File: config.mk
export PLATFORM = sky130hd
export DESIGN_NAME = node_accum
export DESIGN_NICKNAME = d
export VERILOG_FILES = /design/src/rtl/node_accum_pkg.sv /design/src/rtl/node_arb.sv /design/src/rtl/accum_pipe.sv /design/src/rtl/node_accum.sv
export SDC_FILE = /design/constraint.sdc
export NUM_CORES = 1
export LEC_CHECK = 0
export ABC_AREA = 1
export BUFFER_PORTS_ARGS = -buffer_cell sky130_fd_sc_hd__buf_2
export CAP_MARGIN = 20
export CORE_ASPECT_RATIO = 1.5
export CORE_MARGIN = 2
export CORE_UTILIZATION = 40
export CTS_CLUSTER_DIAMETER = 50
export DETAILED_ROUTE_END_ITERATION = 16
export HOLD_SLACK_MARGIN = 0.1
export PLACE_DENSITY = 0.6
export SYNTH_ARGS = -nofsm -noshare
export SYNTH_HDL_FRONTEND = slang
export SYNTH_SLANG_ARGS = --single-unit
export TNS_END_PERCENT = 30
File: constraint.sdc
create_clock -name clk -period 7.3 [get_ports clk]
set_input_delay 1.46 -clock clk [delete_from_list [all_inputs] [get_ports clk]]
set_output_delay 1.46 -clock clk [all_outputs]
set_load 0.01 [all_outputs]
File: src/rtl/node_accum_pkg.sv
package node_accum_pkg;
    typedef enum logic [1:0] {
        PH_GROUP = 2'd0,
        PH_MERGE = 2'd1,
        PH_DONE  = 2'd2
    } phase_e;
endpackage

File: src/rtl/node_arb.sv
module node_arb #(
    parameter int N = 3
) (
    input  logic [N-1:0] req,
    output logic [N-1:0] gnt
);
    always_comb begin
        logic taken;
        taken = 1'b0;
        gnt   = '0;
        for (int i = 0; i < N; i++) begin
            if (req[i] && !taken) begin
                gnt[i] = 1'b1;
                taken  = 1'b1;
            end
        end
    end
endmodule

File: src/rtl/accum_pipe.sv
module accum_pipe #(
    parameter int AW  = 5,
    parameter int DW  = 16,
    parameter int LAT = 2,
    parameter int NQ  = 4
) (
    input  logic                   clk,
    input  logic                   rst_n,
    input  logic                   flush,
    input  logic                   in_vld,
    input  logic [AW-1:0]          in_addr,
    input  logic [DW-1:0]          in_sum,
    input  logic [NQ-1:0][AW-1:0]  q_addr,
    output logic [NQ-1:0]          q_busy,
    output logic                   wb_vld,
    output logic [AW-1:0]          wb_addr,
    output logic [DW-1:0]          wb_sum,
    output logic                   busy
);
    logic [LAT-1:0]         v_d, v_q;
    logic [LAT-1:0][AW-1:0] a_d, a_q;
    logic [LAT-1:0][DW-1:0] s_d, s_q;

    always_comb begin
        v_d[0] = in_vld & ~flush;
        a_d[0] = in_addr;
        s_d[0] = in_sum;
        for (int i = 1; i < LAT; i++) begin
            v_d[i] = v_q[i-1] & ~flush;
            a_d[i] = a_q[i-1];
            s_d[i] = s_q[i-1];
        end
    end

    always_ff @(posedge clk or negedge rst_n) begin
        if (!rst_n) begin
            v_q <= '0;
            a_q <= '0;
            s_q <= '0;
        end else begin
            v_q <= v_d;
            a_q <= a_d;
            s_q <= s_d;
        end
    end

    for (genvar q = 0; q < NQ; q++) begin : g_lock
        always_comb begin
            q_busy[q] = 1'b0;
            for (int i = 0; i < LAT; i++)
                if (v_q[i] && a_q[i] == q_addr[q]) q_busy[q] = 1'b1;
        end
    end

    assign wb_vld  = v_q[LAT-1];
    assign wb_addr = a_q[LAT-1];
    assign wb_sum  = s_q[LAT-1];
    assign busy    = |v_q;

    AST_FLUSH_EMPTIES: assert property (@(posedge clk) disable iff (!rst_n)
        flush |=> !busy) else $error("flush left work in flight");
endmodule

File: src/rtl/node_accum.sv
module node_accum
    import node_accum_pkg::*;
#(
    parameter int M       = 3,
    parameter int NODES   = 8,
    parameter int DW      = 16,
    parameter int ADD_LAT = 2
) (
    input  logic                  clk,
    input  logic                  rst_n,
    input  logic                  clr,
    input  logic [M-1:0]          in_vld,
    input  logic [M-1:0][$clog2(NODES)-1:0] in_node,
    input  logic [M-1:0][DW-1:0]  in_val,
    input  logic [M-1:0]          in_last,
    output logic [M-1:0]          in_rdy,
    input  logic [$clog2(NODES)-1:0] rd_node,
    output logic [DW-1:0]         rd_val,
    output logic                  done
);
    localparam int NW    = $clog2(NODES);
    localparam int BW    = $clog2(M + 1);
    localparam int AW    = BW + NW;
    localparam int DEPTH = (M + 1) << NW;
    localparam int NQ    = M + 1;

    typedef struct packed {
        phase_e         ph;
        logic [M-1:0]   fin;
        logic [BW-1:0]  mg;
        logic [NW-1:0]  mn;
        logic           mdone;
    } ctl_t;

    ctl_t c_d, c_q;
    logic [DW-1:0] mem_d [DEPTH];
    logic [DW-1:0] mem_q [DEPTH];

    logic [NQ-1:0][AW-1:0] q_addr;
    logic [NQ-1:0]         q_busy;
    logic [M-1:0]          ok, gnt;
    logic                  iss_vld, wb_vld, pipe_busy;
    logic [AW-1:0]         iss_addr, wb_addr;
    logic [DW-1:0]         iss_sum, wb_sum;

    for (genvar g = 0; g < M; g++) begin : g_port
        assign q_addr[g] = {BW'(g), in_node[g]};
        assign ok[g] = in_vld[g] & ~q_busy[g] & ~c_q.fin[g] &
                       (c_q.ph == PH_GROUP) & ~clr;
    end
    assign q_addr[M] = {BW'(M), c_q.mn};

    node_arb #(.N(M)) u_arb (.req(ok), .gnt(gnt));
    assign in_rdy = gnt;

    accum_pipe #(.AW(AW), .DW(DW), .LAT(ADD_LAT), .NQ(NQ)) u_pipe (
        .clk(clk), .rst_n(rst_n), .flush(clr),
        .in_vld(iss_vld), .in_addr(iss_addr), .in_sum(iss_sum),
        .q_addr(q_addr), .q_busy(q_busy),
        .wb_vld(wb_vld), .wb_addr(wb_addr), .wb_sum(wb_sum),
        .busy(pipe_busy)
    );

    always_comb begin
        c_d      = c_q;
        mem_d    = mem_q;
        iss_vld  = 1'b0;
        iss_addr = '0;
        iss_sum  = '0;
        for (int g = 0; g < M; g++) begin
            if (gnt[g]) begin
                iss_vld  = 1'b1;
                iss_addr = {BW'(g), in_node[g]};
                iss_sum  = mem_q[{BW'(g), in_node[g]}] + in_val[g];
            end
        end
        c_d.fin = c_q.fin | (gnt & in_last);
        case (c_q.ph)
            PH_GROUP: if (&c_q.fin && !pipe_busy) c_d.ph = PH_MERGE;
            PH_MERGE: begin
                if (!c_q.mdone) begin
                    if (!q_busy[M]) begin
                        iss_vld  = 1'b1;
                        iss_addr = {BW'(M), c_q.mn};
                        iss_sum  = mem_q[{BW'(M), c_q.mn}] + mem_q[{c_q.mg, c_q.mn}];
                        if (c_q.mn == NW'(NODES - 1)) begin
                            c_d.mn = '0;
                            if (c_q.mg == BW'(M - 1)) c_d.mdone = 1'b1;
                            else                      c_d.mg = c_q.mg + 1'b1;
                        end else begin
                            c_d.mn = c_q.mn + 1'b1;
                        end
                    end
                end else if (!pipe_busy) begin
                    c_d.ph = PH_DONE;
                end
            end
            default: ;
        endcase
        if (wb_vld) mem_d[wb_addr] = wb_sum;
        if (clr) begin
            c_d     = '0;
            iss_vld = 1'b0;
            for (int i = 0; i < DEPTH; i++) mem_d[i] = '0;
        end
    end

    always_ff @(posedge clk or negedge rst_n) begin
        if (!rst_n) begin
            c_q <= '0;
            for (int i = 0; i < DEPTH; i++) mem_q[i] <= '0;
        end else begin
            c_q <= c_d;
            for (int i = 0; i < DEPTH; i++) mem_q[i] <= mem_d[i];
        end
    end

    assign rd_val = mem_q[{BW'(M), rd_node}];
    assign done   = (c_q.ph == PH_DONE);

    AST_ONE_GRANT: assert property (@(posedge clk) disable iff (!rst_n)
        $onehot0(in_rdy)) else $error("two ports accepted");
    AST_DONE_IDLE: assert property (@(posedge clk) disable iff (!rst_n)
        done |-> !pipe_busy) else $error("done with work in flight");
    AST_DONE_HOLD: assert property (@(posedge clk) disable iff (!rst_n)
        done && !clr |=> done) else $error("done dropped");
    AST_CLR_DROPS_DONE: assert property (@(posedge clk) disable iff (!rst_n)
        clr |=> !done) else $error("done survived clear");
    for (genvar g = 0; g < M; g++) begin : g_chk
        AST_GRANT_UNLOCKED: assert property (@(posedge clk) disable iff (!rst_n)
            in_rdy[g] |-> !q_busy[g]) else $error("locked entry granted");
        AST_RDY_NEEDS_VLD: assert property (@(posedge clk) disable iff (!rst_n)
            in_rdy[g] |-> in_vld[g]) else $error("ready without valid");
        AST_NO_RDY_AFTER_LAST: assert property (@(posedge clk) disable iff (!rst_n)
            c_q.fin[g] || done |-> !in_rdy[g]) else $error("ready after last");
    end
endmodule

==> impl.org <==
** Synth
- Synthesis handed over a netlist of between 4,000 and 5,000 instances.
- When the netlist entered floorplanning its net count stood at 4,516.
- Among all cell types in the netlist, the one instantiated most often is o21ai_0.
- Dominant synthesized flop cell :: dfrtp_1
- Ranking of synthesized cells by area :: dfrtp_1, o21ai_0, a21oi_1
- Count of different cell masters after synthesis :: 46
- During synthesis, Yosys emitted a total of 0 warnings.
- The synthesized design contains 567 register bits.
- Fraction of post-synthesis cell area in the top cell type by area :: a little over two fifths
- Post-synth top cells :: o21ai_0, dfrtp_1, a21oi_1, nand3_1, nand2_1
- In this run the cell area of the synthesized design comes to between 30,000 and 40,000 sq um.
- Cell type with the highest aggregate area in the netlist :: dfrtp_1
- Count of flip-flops with a built-in enable after synthesis :: 0
- Fraction of registers with async set/reset :: between 90% and 100%
- Each instance of the synthesized netlist takes up on average around 7.6 sq um.
- Register area share after synthesis :: roughly 43%

** Floorplanning
- Die Outline Area :: approximately 85,000 sq um
- Initial standard-cell utilization of the core :: between 40% and 50%
- Core box area :: about 82,000 sq um
- 89 I/O pins were placed.
- Die outline width :: ~240 um
- # rows :: 129
- Measured along the y axis, the die boundary spans ~360 um.

** GRT
- For this run the aggregate overflow at the end of global routing stands at 0.
- The via count of the first global-routing pass came to ~31,000.
- The first global-routing pass estimated 202 mm of wire.
- The number of antenna violations at the first check in global routing came to 5.
- Entering global routing, the biggest net connects roughly 170 pins.
- In the global route stage, overall resource usage came out at around a third.

** Routing
- After detailed routing, the number of remaining DRC violations is 0.
- After the first detailed-routing iteration, the DRC count stood at just under 4,000.
- In the routed layout, each cell is associated on average with a via count of 6.09.
- Detailed-route via count :: between 30,000 and 40,000
- The count of nets left with antenna violations once routing finished came out at 0.
- Post-Route WL :: between 100 and 150 mm
- Router iterations before antenna repair :: 7
- Avg WL per Cell :: around 25 um

** Clock tree
- The tree built by TritonCTS fans out to about 570 sinks.
- Counting the buffers created by CTS gives a little under 70.
- Clock tree buffer depth :: 3
- In this run the number of H-tree levels came out at 3.
- Gates resized during post-CTS repair numbered 0.
- After clock tree synthesis, the clock-pin slew on the worst setup and hold paths is ~0.070 ns.
- Clock tree synthesis selected as its root buffer the cell clkbuf_16.
- For this design, the CTS-stage hold fixing added 0 buffers.
- TritonCTS built the clock tree.
- Setup repair bufs after CTS :: 0
- The later pin in the worst-skew pair is clocked with a latency of ~0.64 ns.

** Finish
- Of the cells placed in the final design, the portion with a size suffix greater than 1 is 7.84%.
- Post-layout nets :: between 4,000 and 5,000
- Area grow syn2layout :: 10.1%

** Placement
- At the end of routability-driven placement, the weighted congestion stood at approximately 0.96.
- Setup WS pre-CTS :: a little over 2 ns
- Buffers placed on the I/O ports in this run total just under 90.
- After legalization and detailed placement, the total HPWL measured 86.2 mm.

** Critical path
- Largest fanout on the critical path :: 32
- Crit path launch type :: input port
- Critical path arrival :: around 3.7 ns
- By startpoint and endpoint, the worst setup path is classified as in2out.
- Worst EP required :: between 5 and 6 ns
- Nature of the critical path endpoint :: output pin

** Timing
- Count of final max-slew check failures :: 0
- After layout, the minimum clock period comes to ~5.2 ns.
- Setup violators final :: 0
- Maximum clock rate :: approximately 0.19 GHz
- For the pin with the worst max-slew slack, the measured transition is roughly 1.2 ns.
- Unrepaired setup endpoints after global routing :: no
- Final sum of negative setup slack :: 0 ns
- Headroom to the max-slew limit came out at 20.7%.
- Period Utilization, post-route :: just over 70%
- Final Hold Viols :: 0
- Worst setup slack after layout :: ~2.1 ns
- Between clock sinks in the finished design, the worst skew comes to approximately 0.037 ns.

** Min path
- Min-delay worst type :: reg2reg

** Pwr
- For this design the ratio of total power to cell area is a little over 300 nW/um^2.
- Leakage component of the power :: approximately 16 nW
- VDD sags by at most around 0.00023 V.

** Outcome
- Outcome :: completed

** Flow run
- Number of maximum-capacitance violations :: 0
registers in the layout, summed over array words and instances, names as in the netlist:
register and cells:
mem_q 512, u_pipe.s_d 16, u_pipe.wb_sum 16, c_q 11
u_pipe.a_d 5, u_pipe.wb_addr 5, u_pipe.v_q 2
kinds of logic after synthesis:
group                    count (synthesis)  synth area share (%)
AND/OR/NAND/NOR                       1195                  15.9
flip-flops                             567                  42.7
XOR/XNOR                                40                  1.05
adder cells (fa/ha/maj)                 67                  2.61
AO/OA/AOI/OAI                         1740                  28.3
buffers and inverters                  771                  9.46
area by class of cell:
| class | count | area, sq um |
|---|---|---|
| diodes | 2 | 5.00 |
| clock buffers | 87 | 1930 |
| clock inverters | 36 | 405 |
| fillers | 8312 | 45900 |
| inverters | 392 | 1490 |
| multi-input cells | 3042 | 15900 |
| flip-flops and latches | 567 | 14200 |
| well taps | 1113 | 1390 |
| repair buffers | 175 | 1280 |
where the power goes:
part	switching, mW	internal, mW
sequential	0.213	3.29
combinational	3.06	1.09
clock	1.48	2.10
per-layer routing:
| layer | global-route usage (%) | part of all wire (%) | vias up |
|---|---|---|---|
| met2 | 50.2 | 46 | 1588 |
| li1 | - | - | 15038 |
| met3 | 5.73 | 7.3 | 457 |
| met5 | 0 | 0.032 | - |
| met1 | 37.3 | 37 | 15865 |
| met4 | 25.9 | 9.4 | 6 |
placed cells by master (no fill, tap or decap), types with 6 or more instances in the layout:
master	instances
a21o_1	8
nand2_1	438
clkbuf_16	71
clkbuf_8	9
o21ai_1	46
a21oi_1	503
nand2_2	6
nand3b_1	6
clkbuf_1	7
or2_2	6
ha_1	63
bufinv_16	6
inv_6	6
nand3_1	443
nor3_1	10
nand4_1	20
xor2_1	25
buf_4	74
a31oi_1	86
o21ai_0	750
clkinv_2	14
o211ai_1	67
nor2_1	248
o21bai_1	10
buf_2	87
dfrtp_1	564
inv_2	10
inv_1	375
nand3_2	8
o22ai_1	257
xnor2_1	15
critical path: stages:
cell	delay (ns)
buf_2	0.58
inv_1	0.43
buf_4	0.34
a21oi_1	0.13
o21ai_0	0.09
a31oi_1	0.45
buf_2	0.23
worst paths after layout:
path / from / endpoint / slack, ns / cells after the start
worst max-delay path: rd_node[1] / rd_val[5] / 2.11 / 7
max in group asynchronous: rst_n / mem_q[448]$_DFFE_PN0P_ / 5.02 / 2
worst min-delay path: u_pipe.s_d[25]$_DFF_PN0_ / u_pipe.wb_sum[9]$_DFF_PN0_ / 0.34 / 0
worst max register to register: c_q[1]$_DFFE_PN0P_ / u_pipe.s_d[31]$_DFF_PN0_ / 2.32 / 17
worst min register to register: u_pipe.s_d[25]$_DFF_PN0_ / u_pipe.wb_sum[9]$_DFF_PN0_ / 0.34 / 0
min in group asynchronous: rst_n / mem_q[106]$_DFFE_PN0P_ / 0.89 / 1
through the flow:
step	util, %	instance area, sq um	std cells	hold slack, ns	total power, mW
2_1_floorplan	-	33200	4380	0.331	6.12
3_3_place_gp	41.3	34100	5279	0.332	7.57
3_5_place_dp	41.4	34100	5280	0.335	7.59
4_1_cts	44.2	36400	5403	0.348	11.2
5_1_grt	44.4	36600	5412	0.356	11.7
6_report	44.4	36600	5414	0.345	11.2
No activity file was read; power rests on OpenSTA's default activity.
